File: config.mk
export PLATFORM = sky130hd
export DESIGN_NAME = rx_addr_filter
export DESIGN_NICKNAME = d
export VERILOG_FILES = /design/src/rtl/rxf_pkg.sv /design/src/rtl/rxf_addr_capture.sv /design/src/rtl/rxf_crc_hash.sv /design/src/rtl/rxf_decide.sv /design/src/rtl/rx_addr_filter.sv
export SDC_FILE = /design/constraint.sdc
export NUM_CORES = 1
export LEC_CHECK = 0
export BUFFER_PORTS_ARGS = -buffer_cell sky130_fd_sc_hd__buf_4
export CAP_MARGIN = 20
export CELL_PAD_IN_SITES_DETAIL_PLACEMENT = 2
export CELL_PAD_IN_SITES_GLOBAL_PLACEMENT = 2
export CORE_MARGIN = 4
export CORE_UTILIZATION = 38
export CTS_CLUSTER_DIAMETER = 120
export DETAILED_ROUTE_END_ITERATION = 6
export PLACE_DENSITY = 0.86
export SLEW_MARGIN = 30
export SYNTH_ARGS = -nofsm -noshare
export SYNTH_HDL_FRONTEND = slang
export SYNTH_SLANG_ARGS = --single-unit
export TNS_END_PERCENT = 1
File: constraint.sdc
create_clock -name clk -period 7.4 [get_ports clk]
set_clock_uncertainty 0.05 [all_clocks]
set_input_delay 1.11 -clock clk [delete_from_list [all_inputs] [get_ports clk]]
set_output_delay 1.11 -clock clk [all_outputs]
set_load 0.02 [all_outputs]
File: src/rtl/rxf_pkg.sv
package rxf_pkg;
  localparam int CFG_W        = 6;
  localparam int CFG_KEEP_ERR = 0;
  localparam int CFG_RUNT_OK  = 1;
  localparam int CFG_BCAST_OK = 2;
  localparam int CFG_MCAST_OK = 3;
  localparam int CFG_PROMISC  = 4;
  localparam int CFG_MONITOR  = 5;

  localparam logic [31:0] CRC_POLY = 32'hEDB8_8320;
  localparam logic [31:0] CRC_SEED = 32'hFFFF_FFFF;

  // Reflected CRC-32 advanced by one byte, LSB of the byte first.
  function automatic logic [31:0] crc_step_byte(input logic [31:0] c_in,
                                                input logic [7:0]  d);
    logic [31:0] c;
    logic        fb;
    c = c_in;
    for (int b = 0; b < 8; b++) begin
      fb = c[0] ^ d[b];
      c  = c >> 1;
      if (fb) c = c ^ CRC_POLY;
    end
    return c;
  endfunction
endpackage

File: src/rtl/rxf_addr_capture.sv
module rxf_addr_capture #(
  parameter int ADDR_BYTES = 6,
  parameter int CNT_W      = 12
) (
  input  logic                    clk,
  input  logic                    rst_n,
  input  logic                    frm_start,
  input  logic                    byte_valid,
  input  logic [7:0]              byte_data,
  output logic [ADDR_BYTES*8-1:0] dest_addr,
  output logic [CNT_W-1:0]        byte_cnt,
  output logic                    addr_phase,
  output logic                    addr_done
);
  localparam logic [CNT_W-1:0] CNT_MAX  = {CNT_W{1'b1}};
  localparam logic [CNT_W-1:0] ADDR_END = CNT_W'(ADDR_BYTES);

  logic [CNT_W-1:0] cnt_q, cnt_n;

  always_comb begin
    cnt_n = cnt_q;
    if (frm_start)                          cnt_n = '0;
    else if (byte_valid && cnt_q != CNT_MAX) cnt_n = cnt_q + 1'b1;
  end

  always_ff @(posedge clk or negedge rst_n) begin
    if (!rst_n) cnt_q <= '0;
    else        cnt_q <= cnt_n;
  end

  for (genvar g = 0; g < ADDR_BYTES; g++) begin : g_dest
    logic [7:0] dbyte_q;
    logic       ld_en;
    assign ld_en = byte_valid && !frm_start && (cnt_q == CNT_W'(g));
    always_ff @(posedge clk or negedge rst_n) begin
      if (!rst_n)     dbyte_q <= '0;
      else if (ld_en) dbyte_q <= byte_data;
    end
    assign dest_addr[g*8 +: 8] = dbyte_q;
  end

  assign byte_cnt   = cnt_q;
  assign addr_phase = (cnt_q < ADDR_END);
  assign addr_done  = !addr_phase;

  assert_count_monotonic_R3: assert property (@(posedge clk) disable iff (!rst_n)
    !frm_start |=> (cnt_q >= $past(cnt_q)));
endmodule

File: src/rtl/rxf_crc_hash.sv
module rxf_crc_hash
  import rxf_pkg::*;
#(
  parameter int HASH_BITS = 6
) (
  input  logic                 clk,
  input  logic                 rst_n,
  input  logic                 frm_start,
  input  logic                 upd_en,
  input  logic [7:0]           byte_data,
  output logic [HASH_BITS-1:0] hash_idx
);
  logic [31:0] crc_q, crc_n;

  always_comb begin
    crc_n = crc_q;
    if (frm_start)   crc_n = CRC_SEED;
    else if (upd_en) crc_n = crc_step_byte(crc_q, byte_data);
  end

  always_ff @(posedge clk or negedge rst_n) begin
    if (!rst_n) crc_q <= CRC_SEED;
    else        crc_q <= crc_n;
  end

  assign hash_idx = crc_q[31 -: HASH_BITS];

  assert_crc_reseed_R7: assert property (@(posedge clk) disable iff (!rst_n)
    frm_start |=> (crc_q == CRC_SEED));
endmodule

File: src/rtl/rxf_decide.sv
module rxf_decide
  import rxf_pkg::*;
#(
  parameter int ADDR_BYTES = 6,
  parameter int CNT_W      = 12,
  parameter int HASH_BITS  = 6,
  parameter int MIN_LEN    = 64
) (
  input  logic                      clk,
  input  logic                      rst_n,
  input  logic [CFG_W-1:0]          rx_cfg,
  input  logic [ADDR_BYTES*8-1:0]   station_addr,
  input  logic [(1<<HASH_BITS)-1:0] hash_tbl,
  input  logic                      auto_tx_off_en,
  input  logic                      frm_start,
  input  logic                      frm_end,
  input  logic                      crc_err,
  input  logic                      align_err,
  input  logic [ADDR_BYTES*8-1:0]   dest_addr,
  input  logic [CNT_W-1:0]          byte_cnt,
  input  logic                      addr_done,
  input  logic [HASH_BITS-1:0]      hash_idx,
  output logic                      decision_valid,
  output logic                      frame_accept,
  output logic                      frame_group,
  output logic                      frame_store,
  output logic                      tx_enable
);
  localparam logic [CNT_W-1:0]     LEN_MIN = CNT_W'(MIN_LEN);
  localparam logic [HASH_BITS-1:0] BIN_ON  = {HASH_BITS{1'b1}};
  localparam logic [HASH_BITS-1:0] BIN_OFF = BIN_ON - 1'b1;

  logic is_group, is_bcast, is_station, addr_ok, len_ok, err_ok, acc_c;
  logic valid_q, valid_n, acc_q, acc_n, grp_q, grp_n, sto_q, sto_n, tx_q, tx_n;
  logic end_only;

  assign end_only   = frm_end && !frm_start;
  assign is_group   = dest_addr[0];
  assign is_bcast   = &dest_addr;
  assign is_station = (dest_addr == station_addr);

  always_comb begin
    if (is_bcast)      addr_ok = rx_cfg[CFG_BCAST_OK];
    else if (is_group) addr_ok = rx_cfg[CFG_MCAST_OK] && hash_tbl[hash_idx];
    else               addr_ok = rx_cfg[CFG_PROMISC] || is_station;
  end

  assign len_ok = addr_done && ((byte_cnt >= LEN_MIN) || rx_cfg[CFG_RUNT_OK]);
  assign err_ok = !(crc_err || align_err) || rx_cfg[CFG_KEEP_ERR];
  assign acc_c  = addr_ok && len_ok && err_ok;

  always_comb begin
    valid_n = valid_q;
    acc_n   = acc_q;
    grp_n   = grp_q;
    sto_n   = sto_q;
    if (frm_start) begin
      valid_n = 1'b0;
      acc_n   = 1'b0;
      sto_n   = 1'b0;
    end else if (frm_end) begin
      valid_n = 1'b1;
      acc_n   = acc_c;
      grp_n   = is_group;
      sto_n   = acc_c && !rx_cfg[CFG_MONITOR];
    end
  end

  always_comb begin
    tx_n = tx_q;
    if (end_only && auto_tx_off_en && addr_done && is_group && !is_bcast) begin
      if (hash_idx == BIN_OFF)     tx_n = 1'b0;
      else if (hash_idx == BIN_ON) tx_n = 1'b1;
    end
  end

  always_ff @(posedge clk or negedge rst_n) begin
    if (!rst_n) begin
      valid_q <= 1'b0;
      acc_q   <= 1'b0;
      grp_q   <= 1'b0;
      sto_q   <= 1'b0;
      tx_q    <= 1'b1;
    end else begin
      if (frm_start || frm_end) begin
        valid_q <= valid_n;
        acc_q   <= acc_n;
        grp_q   <= grp_n;
        sto_q   <= sto_n;
      end
      if (end_only) tx_q <= tx_n;
    end
  end

  assign decision_valid = valid_q;
  assign frame_accept   = acc_q;
  assign frame_group    = grp_q;
  assign frame_store    = sto_q;
  assign tx_enable      = tx_q;

  assert_valid_after_end_R2: assert property (@(posedge clk) disable iff (!rst_n)
    end_only |=> valid_q);
  assert_clear_after_start_R2: assert property (@(posedge clk) disable iff (!rst_n)
    frm_start |=> !valid_q);
  assert_hold_between_R2: assert property (@(posedge clk) disable iff (!rst_n)
    (valid_q && !frm_start && !frm_end) |=> ($stable(acc_q) && $stable(grp_q) && $stable(sto_q)));
  assert_store_needs_accept_R9: assert property (@(posedge clk) disable iff (!rst_n)
    sto_q |-> acc_q);
  assert_tx_quiet_R10: assert property (@(posedge clk) disable iff (!rst_n)
    !end_only |=> $stable(tx_q));
endmodule

File: src/rtl/rx_addr_filter.sv
module rx_addr_filter
  import rxf_pkg::*;
#(
  parameter int ADDR_BYTES = 6,
  parameter int CNT_W      = 12,
  parameter int HASH_BITS  = 6,
  parameter int MIN_LEN    = 64
) (
  input  logic                      clk,
  input  logic                      rst_n,
  input  logic [CFG_W-1:0]          rx_cfg,
  input  logic [ADDR_BYTES*8-1:0]   station_addr,
  input  logic [(1<<HASH_BITS)-1:0] mcast_hash,
  input  logic                      auto_tx_off_en,
  input  logic                      frm_start,
  input  logic                      byte_valid,
  input  logic [7:0]                byte_data,
  input  logic                      frm_end,
  input  logic                      frm_crc_err,
  input  logic                      frm_align_err,
  output logic                      decision_valid,
  output logic                      frame_accept,
  output logic                      frame_group,
  output logic                      frame_store,
  output logic                      tx_enable
);
  logic [1:0] rst_sync_q;
  logic       rst_int_n;

  always_ff @(posedge clk or negedge rst_n) begin
    if (!rst_n) rst_sync_q <= 2'b00;
    else        rst_sync_q <= {rst_sync_q[0], 1'b1};
  end
  assign rst_int_n = rst_sync_q[1];

  logic [ADDR_BYTES*8-1:0] dest_addr;
  logic [CNT_W-1:0]        byte_cnt;
  logic                    addr_phase, addr_done;
  logic [HASH_BITS-1:0]    hash_idx;

  rxf_addr_capture #(.ADDR_BYTES(ADDR_BYTES), .CNT_W(CNT_W)) u_capture (
    .clk(clk), .rst_n(rst_int_n), .frm_start(frm_start),
    .byte_valid(byte_valid), .byte_data(byte_data),
    .dest_addr(dest_addr), .byte_cnt(byte_cnt),
    .addr_phase(addr_phase), .addr_done(addr_done)
  );

  rxf_crc_hash #(.HASH_BITS(HASH_BITS)) u_hash (
    .clk(clk), .rst_n(rst_int_n), .frm_start(frm_start),
    .upd_en(byte_valid && addr_phase), .byte_data(byte_data),
    .hash_idx(hash_idx)
  );

  rxf_decide #(.ADDR_BYTES(ADDR_BYTES), .CNT_W(CNT_W),
               .HASH_BITS(HASH_BITS), .MIN_LEN(MIN_LEN)) u_decide (
    .clk(clk), .rst_n(rst_int_n), .rx_cfg(rx_cfg),
    .station_addr(station_addr), .hash_tbl(mcast_hash),
    .auto_tx_off_en(auto_tx_off_en), .frm_start(frm_start),
    .frm_end(frm_end), .crc_err(frm_crc_err), .align_err(frm_align_err),
    .dest_addr(dest_addr), .byte_cnt(byte_cnt), .addr_done(addr_done),
    .hash_idx(hash_idx), .decision_valid(decision_valid),
    .frame_accept(frame_accept), .frame_group(frame_group),
    .frame_store(frame_store), .tx_enable(tx_enable)
  );
endmodule

# Word-level counts from Yosys, hierarchy flattened
# Index checks and enable logic that the tools add are counted.
dict set report word_totals {
  n_memories 0
  latchBits 0
  ramBits 0
  romBits 0
  reg_bits 99
}
dict set report classes {
  addsub 1
  shifts 0
  multipliers 0
  div_mod_pow 0
  eq_ne 9
  bitwise_logic 17
  mux 38
  order_cmp 3
  reduce_logical 38
}
# op n
set ops {}
lappend ops {{$mux W32} 24}
lappend ops {{$not A13 Y14} 8}
lappend ops {{$eq A48 B48 Y1} 1}
lappend ops {{$reduce_and A48 Y1} 1}
lappend ops {{$eq A12 B2 Y1 const B} 2}
lappend ops {{$eq A12 B3 Y1 const B} 2}
lappend ops {{$mux W12} 2}
lappend ops {{$logic_and A1 B1 Y1} 19}
lappend ops {{$add A12 B1 Y12 const B} 1}
lappend ops {{$eq A12 B1 Y1 const B} 1}
lappend ops {{$eq A6 B6 Y1 const B} 2}
lappend ops {{$ge A12 B7 Y1 const B} 1}
lappend ops {{$logic_not A12 Y1} 1}
lappend ops {{$lt A12 B3 Y1 const B} 1}
lappend ops {{$ne A12 B12 Y1 const B} 1}
lappend ops {{$mux W1} 11}
lappend ops {{$reduce_bool A2 Y1} 4}
lappend ops {{$xor A1 B1 Y1} 8}
lappend ops {{$lt A6 B7 Y1 const B} 1}
lappend ops {{$bmux W1 S6} 1}
lappend ops {{$reduce_and A3 Y1} 2}
lappend ops {{$logic_not A1 Y1} 5}
lappend ops {{$logic_or A1 B1 Y1} 5}
lappend ops {{$reduce_and A2 Y1} 1}
lappend ops {{$not A1 Y1} 1}

# Logic depth before layout (Yosys ltp)
# Gate-level depths: netlist of the first run.
dict set report depth {
  word_depth 32
  ltp_mapped 9
  depth_no_buf 7
}

# Hierarchy
# Synthesis of the first run repeated with hierarchy kept, for this count alone.
dict set report hier_totals {
  hier_cells 552
  hier_area_um2 6413.7
}
# module area_per_inst_um2 seq_area_each_um2 cells_each instances
set modules_own_cells {}
lappend modules_own_cells {rxf_addr_capture 2641.3 1501.4 190 1}
lappend modules_own_cells {rxf_crc_hash 2198.4 840.8 199 1}
lappend modules_own_cells {rxf_decide 1514.0 126.4 159 1}
lappend modules_own_cells {rx_addr_filter 60.1 50.0 4 1}

# Least setup slack after synthesis of the first run
# Ideal clock, no wire load.
dict set report synth_path {
  path_kind {input -> register}
  startpoint {input port mcast_hash[43]}
  endpoint {register u_decide.acc_q (netlist: u_decide.frame_accept)}
  n_path_buf 0
  setup_ns 0.087
  path_stages 6
  arrival_ns 2.420
  slack_ns 4.844
  required_time_ns 7.263
  cell_sequence {mux4_2 nor2b_1 or4_1 and4_1 o32a_1 o211ai_1}
}
dict set report synth_between {
  elab_chain_cells 9
}
# element line_no
set synth_lines {}
lappend synth_lines {{start, declared} rx_addr_filter.sv:13} ;# input logic [(1<<HASH_BITS)-1:0] mcast_hash,
lappend synth_lines {{$bmux W1 S6} rxf_decide.sv:44} ;# else if (is_group) addr_ok = rx_cfg[CFG_MCAST_OK] && hash_tbl[hash_idx];
lappend synth_lines {{$mux W1 (not written as such)} rxf_decide.sv:44}
lappend synth_lines {{$logic_and A1 B1 Y1} rxf_decide.sv:44}
lappend synth_lines {{$mux W1} rxf_decide.sv:44}
lappend synth_lines {{$mux W1} rxf_decide.sv:43} ;# if (is_bcast) addr_ok = rx_cfg[CFG_BCAST_OK];
lappend synth_lines {{$logic_and A1 B1 Y1 (2 in series)} rxf_decide.sv:50} ;# assign acc_c = addr_ok && len_ok && err_ok;
lappend synth_lines {{$mux W1} rxf_decide.sv:61} ;# end else if (frm_end) begin
lappend synth_lines {{$mux W1} rxf_decide.sv:57} ;# if (frm_start) begin
lappend synth_lines {{end signal, assigned} rxf_decide.sv:87} ;# acc_q <= acc_n;
lappend synth_lines {{end, declared} rxf_decide.sv:34} ;# logic valid_q, valid_n, acc_q, acc_n, grp_q, grp_n, sto_q, sto_n, tx_q, tx_n;
# No other way between the ends. The select of a mux whose other input is x is not followed.
# A chain may end at the register's enable or synchronous reset.

# Worst setup path after layout of the first run
dict set report layout_path {
  startpoint {input port station_addr[9]}
  endpoint {register u_decide.acc_q (netlist: u_decide.frame_accept)}
}
dict set report layout_between {
  elab_chain_cells 8
}
# element line_no
set layout_lines {}
lappend layout_lines {{start, declared} rx_addr_filter.sv:12} ;# input logic [ADDR_BYTES*8-1:0] station_addr,
lappend layout_lines {{$eq A48 B48 Y1} rxf_decide.sv:40} ;# assign is_station = (dest_addr == station_addr);
lappend layout_lines {{$logic_or A1 B1 Y1} rxf_decide.sv:45} ;# else addr_ok = rx_cfg[CFG_PROMISC] || is_station;
lappend layout_lines {{$mux W1} rxf_decide.sv:44}
lappend layout_lines {{$mux W1} rxf_decide.sv:43}
lappend layout_lines {{$logic_and A1 B1 Y1 (2 in series)} rxf_decide.sv:50}
lappend layout_lines {{$mux W1} rxf_decide.sv:61}
lappend layout_lines {{$mux W1} rxf_decide.sv:57}
# No other way between the ends. The select of a mux whose other input is x is not followed.

==> results of run 1 <==
## registers in the layout, indices dropped and copies added (netlist names)
register,count
u_decide.frame_accept,1
u_decide.decision_valid,1
u_hash.crc_q,32
u_capture.byte_cnt,12
u_decide.frame_store,1
u_decide.tx_enable,1
u_decide.frame_group,1
u_capture.g_dest.dbyte_q,48
rst_sync_q,2
## critical path, stage by stage
cell and delay (ns):
buf_4 0.12, xnor2_1 0.21, nand4_1 0.20, or3_1 0.38, nor4_1 0.81, nor2_1 0.12, o211ai_1 0.18
## cells in the mapped netlist (4+ instances only)
| master | n |
|---|---|
| xnor2_1 | 51 |
| ha_1 | 4 |
| nand2_1 | 40 |
| nand4_1 | 17 |
| mux4_2 | 13 |
| mux2_4 | 32 |
| nand3_1 | 17 |
| inv_1 | 9 |
| buf_8 | 5 |
| o211ai_1 | 33 |
| and2_4 | 4 |
| dfstp_2 | 33 |
| mux2i_1 | 11 |
| mux2_2 | 20 |
| dfrtp_1 | 66 |
| nor2_1 | 24 |
| nor4_1 | 16 |
| xor2_1 | 70 |
| clkbuf_1 | 14 |
| xnor2_2 | 4 |
## final cells by class
class / count / area [µm²] / share of cell area [%]
Inverter: 10 / 37.5 / 0.495
Clock inverter: 3 / 17.5 / 0.231
Clock buffer: 11 / 233 / 3.07
Tap cell: 216 / 270 / 3.56
Sequential cell: 99 / 2520 / 33.3
Multi-Input combinational cell: 396 / 3460 / 45.6
Timing Repair Buffer: 139 / 1040 / 13.8
## worst max path at each step
stage | start | end
2_1_floorplan | rst_sync_q[1] | u_capture.byte_cnt[0]
3_3_place_gp | frm_start | u_capture.g_dest[0].dbyte_q[4]
3_5_place_dp | frm_start | u_capture.g_dest[0].dbyte_q[7]
4_1_cts | frm_start | u_capture.g_dest[1].dbyte_q[6]
5_1_grt | byte_data[1] | u_hash.crc_q[26]
6_report | station_addr[9] | u_decide.frame_accept
## metrics by stage
stage	std cells	hold slack (ns)	total power, W
4_1_cts	874	0.283	0.00232
3_3_place_gp	860	0.268	0.00181
5_1_grt	874	0.301	0.00244
3_5_place_dp	860	0.279	0.00187
2_1_floorplan	529	0.281	0.00160
6_report	874	0.252	0.00229
## power by group
part | internal [W] | total [W] | switching [W] | leakage [nW]
Combinational | 0.000520 | 0.000971 | 0.000451 | 2.08
Clock | 0.000224 | 0.000424 | 0.000200 | 0.123
Sequential | 0.000704 | 0.000893 | 0.000189 | 1.21
## cells by family (layout without fill, tap and decap cells)
kind of cell	Yosys count	after routing
multiplexers	76	76
flip-flops	99	99
XOR/XNOR	127	127
other	1	1
buffers and inverters	34	163
adder cells (fa/ha/maj)	4	4
AND/OR/NAND/NOR	138	138
AO/OA/AOI/OAI	50	50
## layer usage
layer / track usage [%] / routed length [µm] / vias to the layer above / share of wire [%]
met1: 27.3 / 8160 / 2337 / 41
met4: 5.43 / 261 / 0 / 1.3
li1: - / - / 2135 / -
met3: 4.46 / 1050 / 12 / 5.3
met2: 41.4 / 10500 / 156 / 53
met5: 0 / 0 / - / 0
==> impl_metrics.py, run 1 <==
metrics = {
    "run_status": {
        "outcome": "completed",
    },
    "timing": {
        "fmax_mhz": 340,
        "rsz0062_at_grt": "no",
        "hold_viol": 0,
        "finalWorstSetupSlack_ns": 4.46,
        "setup_tns_ns": 0,
        "slew_viol_final": 0,
        "worstMarginPinSlew_ns": 0.947,
        "slew_headroom_pct": 36.3,
        "fin_crit_ns": 2.94,
        "period_share_pct": 39.7,
        "setup_viol": 0,
    },
    "detailed_routing": {
        "drt_wl_total_mm": 20.0,
        "routedWlPerCell_um": 22.8,
        "postRouteAntennaNets": 0,
        "drt_iter0_markers": 226,
        "viasPerCell": 5.31,
        "vias": 4640,
        "drt_first_pass_iters": 4,
        "drc": 0,
    },
    "flow_run": {
        "max-cap-violations": 0,
    },
    "floorplan": {
        "die-area_um2": 18300,
        "rows": 46,
        "die_w_um": 135,
        "io_pins": 139,
        "core_region_area_um2": 15900,
        "start_util_pct": 38.8,
        "fp.dieH_um": 135,
    },
    "placed_design": {
        "dpl_cell_area_um2": 7330,
        "io_buffers": 138,
        "dp.final_hpwl_mm": 15.3,
        "dpl_worst_slack_ns": 3.79,
        "routabilityCongestion": 0.842,
    },
    "critical_path": {
        "r2r_start": "u_hash.crc_q[26]",
        "worstRegToRegCells": 6,
        "critPathRequiredTime_ns": 7.61,
        "endpoint_kind": "flop",
        "r2r-end": "u_decide.frame_store",
        "crit_path_start_kind": "primary input",
        "path_class": "in -> reg",
        "ff2ff_setup_slack_ns": 4.73,
        "worstPathArrival_ns": 3.15,
        "path_max_fanout": 2,
    },
    "synth": {
        "synthAdderAreaFrac_pct": 0.812,
        "yosys.area_share.simple_pct": 11.6,
        "synth_edf_count": 0,
        "synth_warnings": 0,
        "netlist_area_um2": 6160,
        "syn_nets": 667,
        "syn_inst": 529,
        "synth_mux_area_share_pct": 18.0,
        "synth_xor_area_share_pct": 19.1,
        "ys_seq_elements": 99,
        "postSynth.asyncResetShare_pct": 100,
        "synth.distinct_cells": 56,
        "ys.flop_type": "dfrtp_1",
        "ys_seq_area_share_pct": 40.9,
        "synth_top_cell_area_share_pct": 26.8,
        "synth_top_family_by_area": "XOR/XNOR gates",
        "ys_top_cells_by_area": "dfrtp_1, dfstp_2, xor2_1",
        "syn_avg_cell_area_um2": 11.7,
        "synth_area_leader_cell": "dfrtp_1",
        "synth-compound-area-share_pct": 6.39,
    },
    "cells_and_area": {
        "fin_area_um2": 7580,
        "nFillCells": 1646,
        "layout.nets": 793,
        "utilization_pct": 47.7,
        "insertedDiodeCount": 0,
        "layout_commonest_cell": "buf_4",
        "final_cell_mix": "buf_4, xor2_1, dfrtp_1",
        "area_growth_pct": 23.0,
        "drive_gt1_share_pct": 40.9,
    },
    "global_route": {
        "grt_max_degree": 64,
        "grt_pass1_vias": 5350,
        "grt_overflow": 0,
        "grt_antenna_before_repair": 0,
        "grt_pass1_wl_mm": 31.6,
        "grt.total_usage_pct": 22.6,
    },
    "clock_tree": {
        "cts_num_sinks": 99,
        "root_buffer": "clkbuf_16",
        "cts_tree": "done",
        "htreeDepth": 3,
        "cts_max_path_buffers": 2,
        "path_clk_slew_ns": 0.06,
        "ctsHoldBuffers": 0,
        "cts_resized": 0,
        "cts_setup_buffers": 0,
        "numCtsBuffers": 9,
        "clkLatencyLatePin_ns": 0.35,
    },
    "worst_hold_path": {
        "hp-class": "reg -> async",
    },
    "pwr": {
        "p_leak_nw": 3.42,
        "vdd_drop_max_mv": 0.116,
        "powerDensity_nw_per_um2": 302,
    },
}
Note: power is estimated with default switching activity, not from simulation.
==> inputs of run 2 (changes only) <==
Settings changed: CORE_UTILIZATION 38 to 36, PLACE_DENSITY 0.86 to 0.83.
Clock period 7.4 ns to 2.9 ns, I/O delays scaled along.
==> impl_metrics.py, run 2 (synthesized netlist as in run 1, its figures left out) <==
metrics = {
    "critical_path": {
        "r2r_start": "u_capture.g_dest[3].dbyte_q[0]",
        "critical_path.slowest_cell": "nor4_1",
        "cpMostUsedCell": "nor4_1",
        "critPathRequiredTime_ns": 3.11,
        "cp_cell_sequence": "xor2_1, nor4_1, nand4_1, nor4_1, buf_4, nor2_1, o211ai_1",
        "path_max_fanout": 3,
        "crit_family": "simple AND/OR/NAND/NOR gates",
        "cp_slowest_stage_delay_ns": 0.72,
        "startpoint": "u_capture.g_dest[3].dbyte_q[0]",
        "worstPathArrival_ns": 2.83,
        "path_class": "reg -> reg",
        "crit_path_start_kind": "flop",
        "crit_buf_inv": 1,
        "endpoint_kind": "flop",
    },
    "detailed_routing": {
        "vias": 4741,
        "drt_iter0_markers": 237,
        "drt_first_pass_iters": 4,
        "routedWlPerCell_um": 22.9,
        "drc": 0,
        "postRouteAntennaNets": 0,
        "drt_wl_total_mm": 20.5,
        "viasPerCell": 5.31,
    },
    "pwr": {
        "internal-power_w": 0.00383,
        "p_clk_share_pct": 19.9,
        "p_seq_share_pct": 37.4,
        "switching_power_w": 0.00215,
        "combPwrFrac_pct": 42.7,
        "p_sw_share_pct": 35.9,
        "powerDensity_nw_per_um2": 775,
        "p_leak_nw": 3.49,
        "vdd_drop_max_mv": 0.319,
    },
    "clock_tree": {
        "path_clk_slew_ns": 0.07,
        "root_buffer": "clkbuf_16",
        "numCtsBuffers": 9,
        "cts_tree": "done",
        "cts_max_path_buffers": 2,
        "cts_num_sinks": 99,
        "cts_setup_buffers": 0,
        "htreeDepth": 3,
        "clkLatencyLatePin_ns": 0.35,
    },
    "floorplan": {
        "die_w_um": 139,
        "io_pins": 139,
        "core_region_area_um2": 16700,
        "rows": 47,
        "die-area_um2": 19300,
        "start_util_pct": 36.9,
        "fp.dieH_um": 139,
    },
    "global_route": {
        "grt_max_degree": 64,
        "grt_antenna_before_repair": 0,
        "grt.total_usage_pct": 21.4,
        "grt_pass1_wl_mm": 32.8,
        "grt_overflow": 0,
        "grt_pass1_vias": 5564,
    },
    "worst_hold_path": {
        "hp-class": "reg -> async",
    },
    "timing": {
        "rsz0062_at_grt": "no",
        "fin_crit_ns": 2.62,
        "setup_viol": 0,
        "hold_viol": 0,
        "period_share_pct": 90.3,
        "setup_tns_ns": 0,
        "fmax_mhz": 382,
        "slew_headroom_pct": 48.3,
        "finalWorstSetupSlack_ns": 0.281,
        "slew_viol_final": 0,
        "worstMarginPinSlew_ns": 0.768,
    },
    "cells_and_area": {
        "largest_register_ffs": 48,
        "area_growth_pct": 25.2,
        "layout_commonest_cell": "buf_4",
        "insertedDiodeCount": 0,
        "utilization_pct": 46.2,
        "layout.nets": 806,
        "ff_latch_area_um2": 2520,
        "top_register": "u_capture.g_dest.dbyte_q",
        "final_cell_mix": "buf_4, xor2_1, dfrtp_1",
        "fin_area_um2": 7720,
        "stdcell_count": 893,
        "nFillCells": 1726,
        "drive_gt1_share_pct": 42.1,
        "multi_input_comb_area_um2": 3450,
    },
    "placed_design": {
        "routabilityCongestion": 0.862,
        "dpl_cell_area_um2": 7420,
        "dpl_worst_slack_ns": 0.224,
        "io_buffers": 138,
        "dp.final_hpwl_mm": 15.8,
        "placed_cells": 876,
    },
    "run_status": {
        "outcome": "completed",
    },
    "flow_run": {
        "max-cap-violations": 0,
    },
}
run 2: per-layer routing:
metal | vias up | GRT usage, % | part of all wire, %
met2 | 165 | 37.2 | 51
met3 | 24 | 4.41 | 5.4
met5 | - | 0 | 0
met1 | 2393 | 26.8 | 42
li1 | 2159 | - | -
met4 | 0 | 6.80 | 1.9
run 2: layout make-up:
class / count / area share (%)
clock inverters: 5 / 0.713
multi-input cells: 396 / 44.7
inverters: 10 / 0.486
flip-flops and latches: 99 / 32.7
well taps: 220 / 3.57
clock buffers: 11 / 3.01
repair buffers: 152 / 14.8
run 2: worst reg2reg max path: stages, from the launching register on:
cell and delay, ns:
dfrtp_1 0.42, xor2_1 0.19, nor4_1 0.51, nand4_1 0.19, nor4_1 0.72, buf_4 0.24
nor2_1 0.05, o211ai_1 0.17
run 2: what timing repair did:
| item | in CTS | in global routing |
|---|---|---|
| hold buffers | 1 | 0 |
| resized for setup | 0 | 0 |
| endpoints found under the hold margin | 2 | 0 |
run 2: power by group through the flow:
stage | registers (W) | logic [W] | clock network (W)
final | 0.00224 | 0.00255 | 0.00119
after global placement | 0.00222 | 0.00245 | 0
after global routing | 0.00229 | 0.00281 | 0.00130
after floorplan | 0.00203 | 0.00205 | 0
after detailed placement | 0.00226 | 0.00257 | 0
after CTS | 0.00224 | 0.00261 | 0.00122
run 2: final timing paths:
kind                            slack, ns  cells past startpoint                        endpoint
worst max-delay path                 0.28                      7           u_decide.frame_accept
worst min-delay path                 0.28                      0          u_capture.byte_cnt[10]
worst max register to register       0.28                      7           u_decide.frame_accept
worst min register to register       0.28                      0          u_capture.byte_cnt[10]
max in group asynchronous            1.77                      1  u_capture.g_dest[0].dbyte_q[3]
min in group clk                     0.30                      3         u_decide.decision_valid
run 2: metrics by stage:
stage	hold WS, ns	power [W]
finish	0.280	0.00598
global route	0.317	0.00639
CTS	0.294	0.00606
detailed placement	0.170	0.00483
global placement	0.168	0.00467
floorplan	0.0894	0.00408
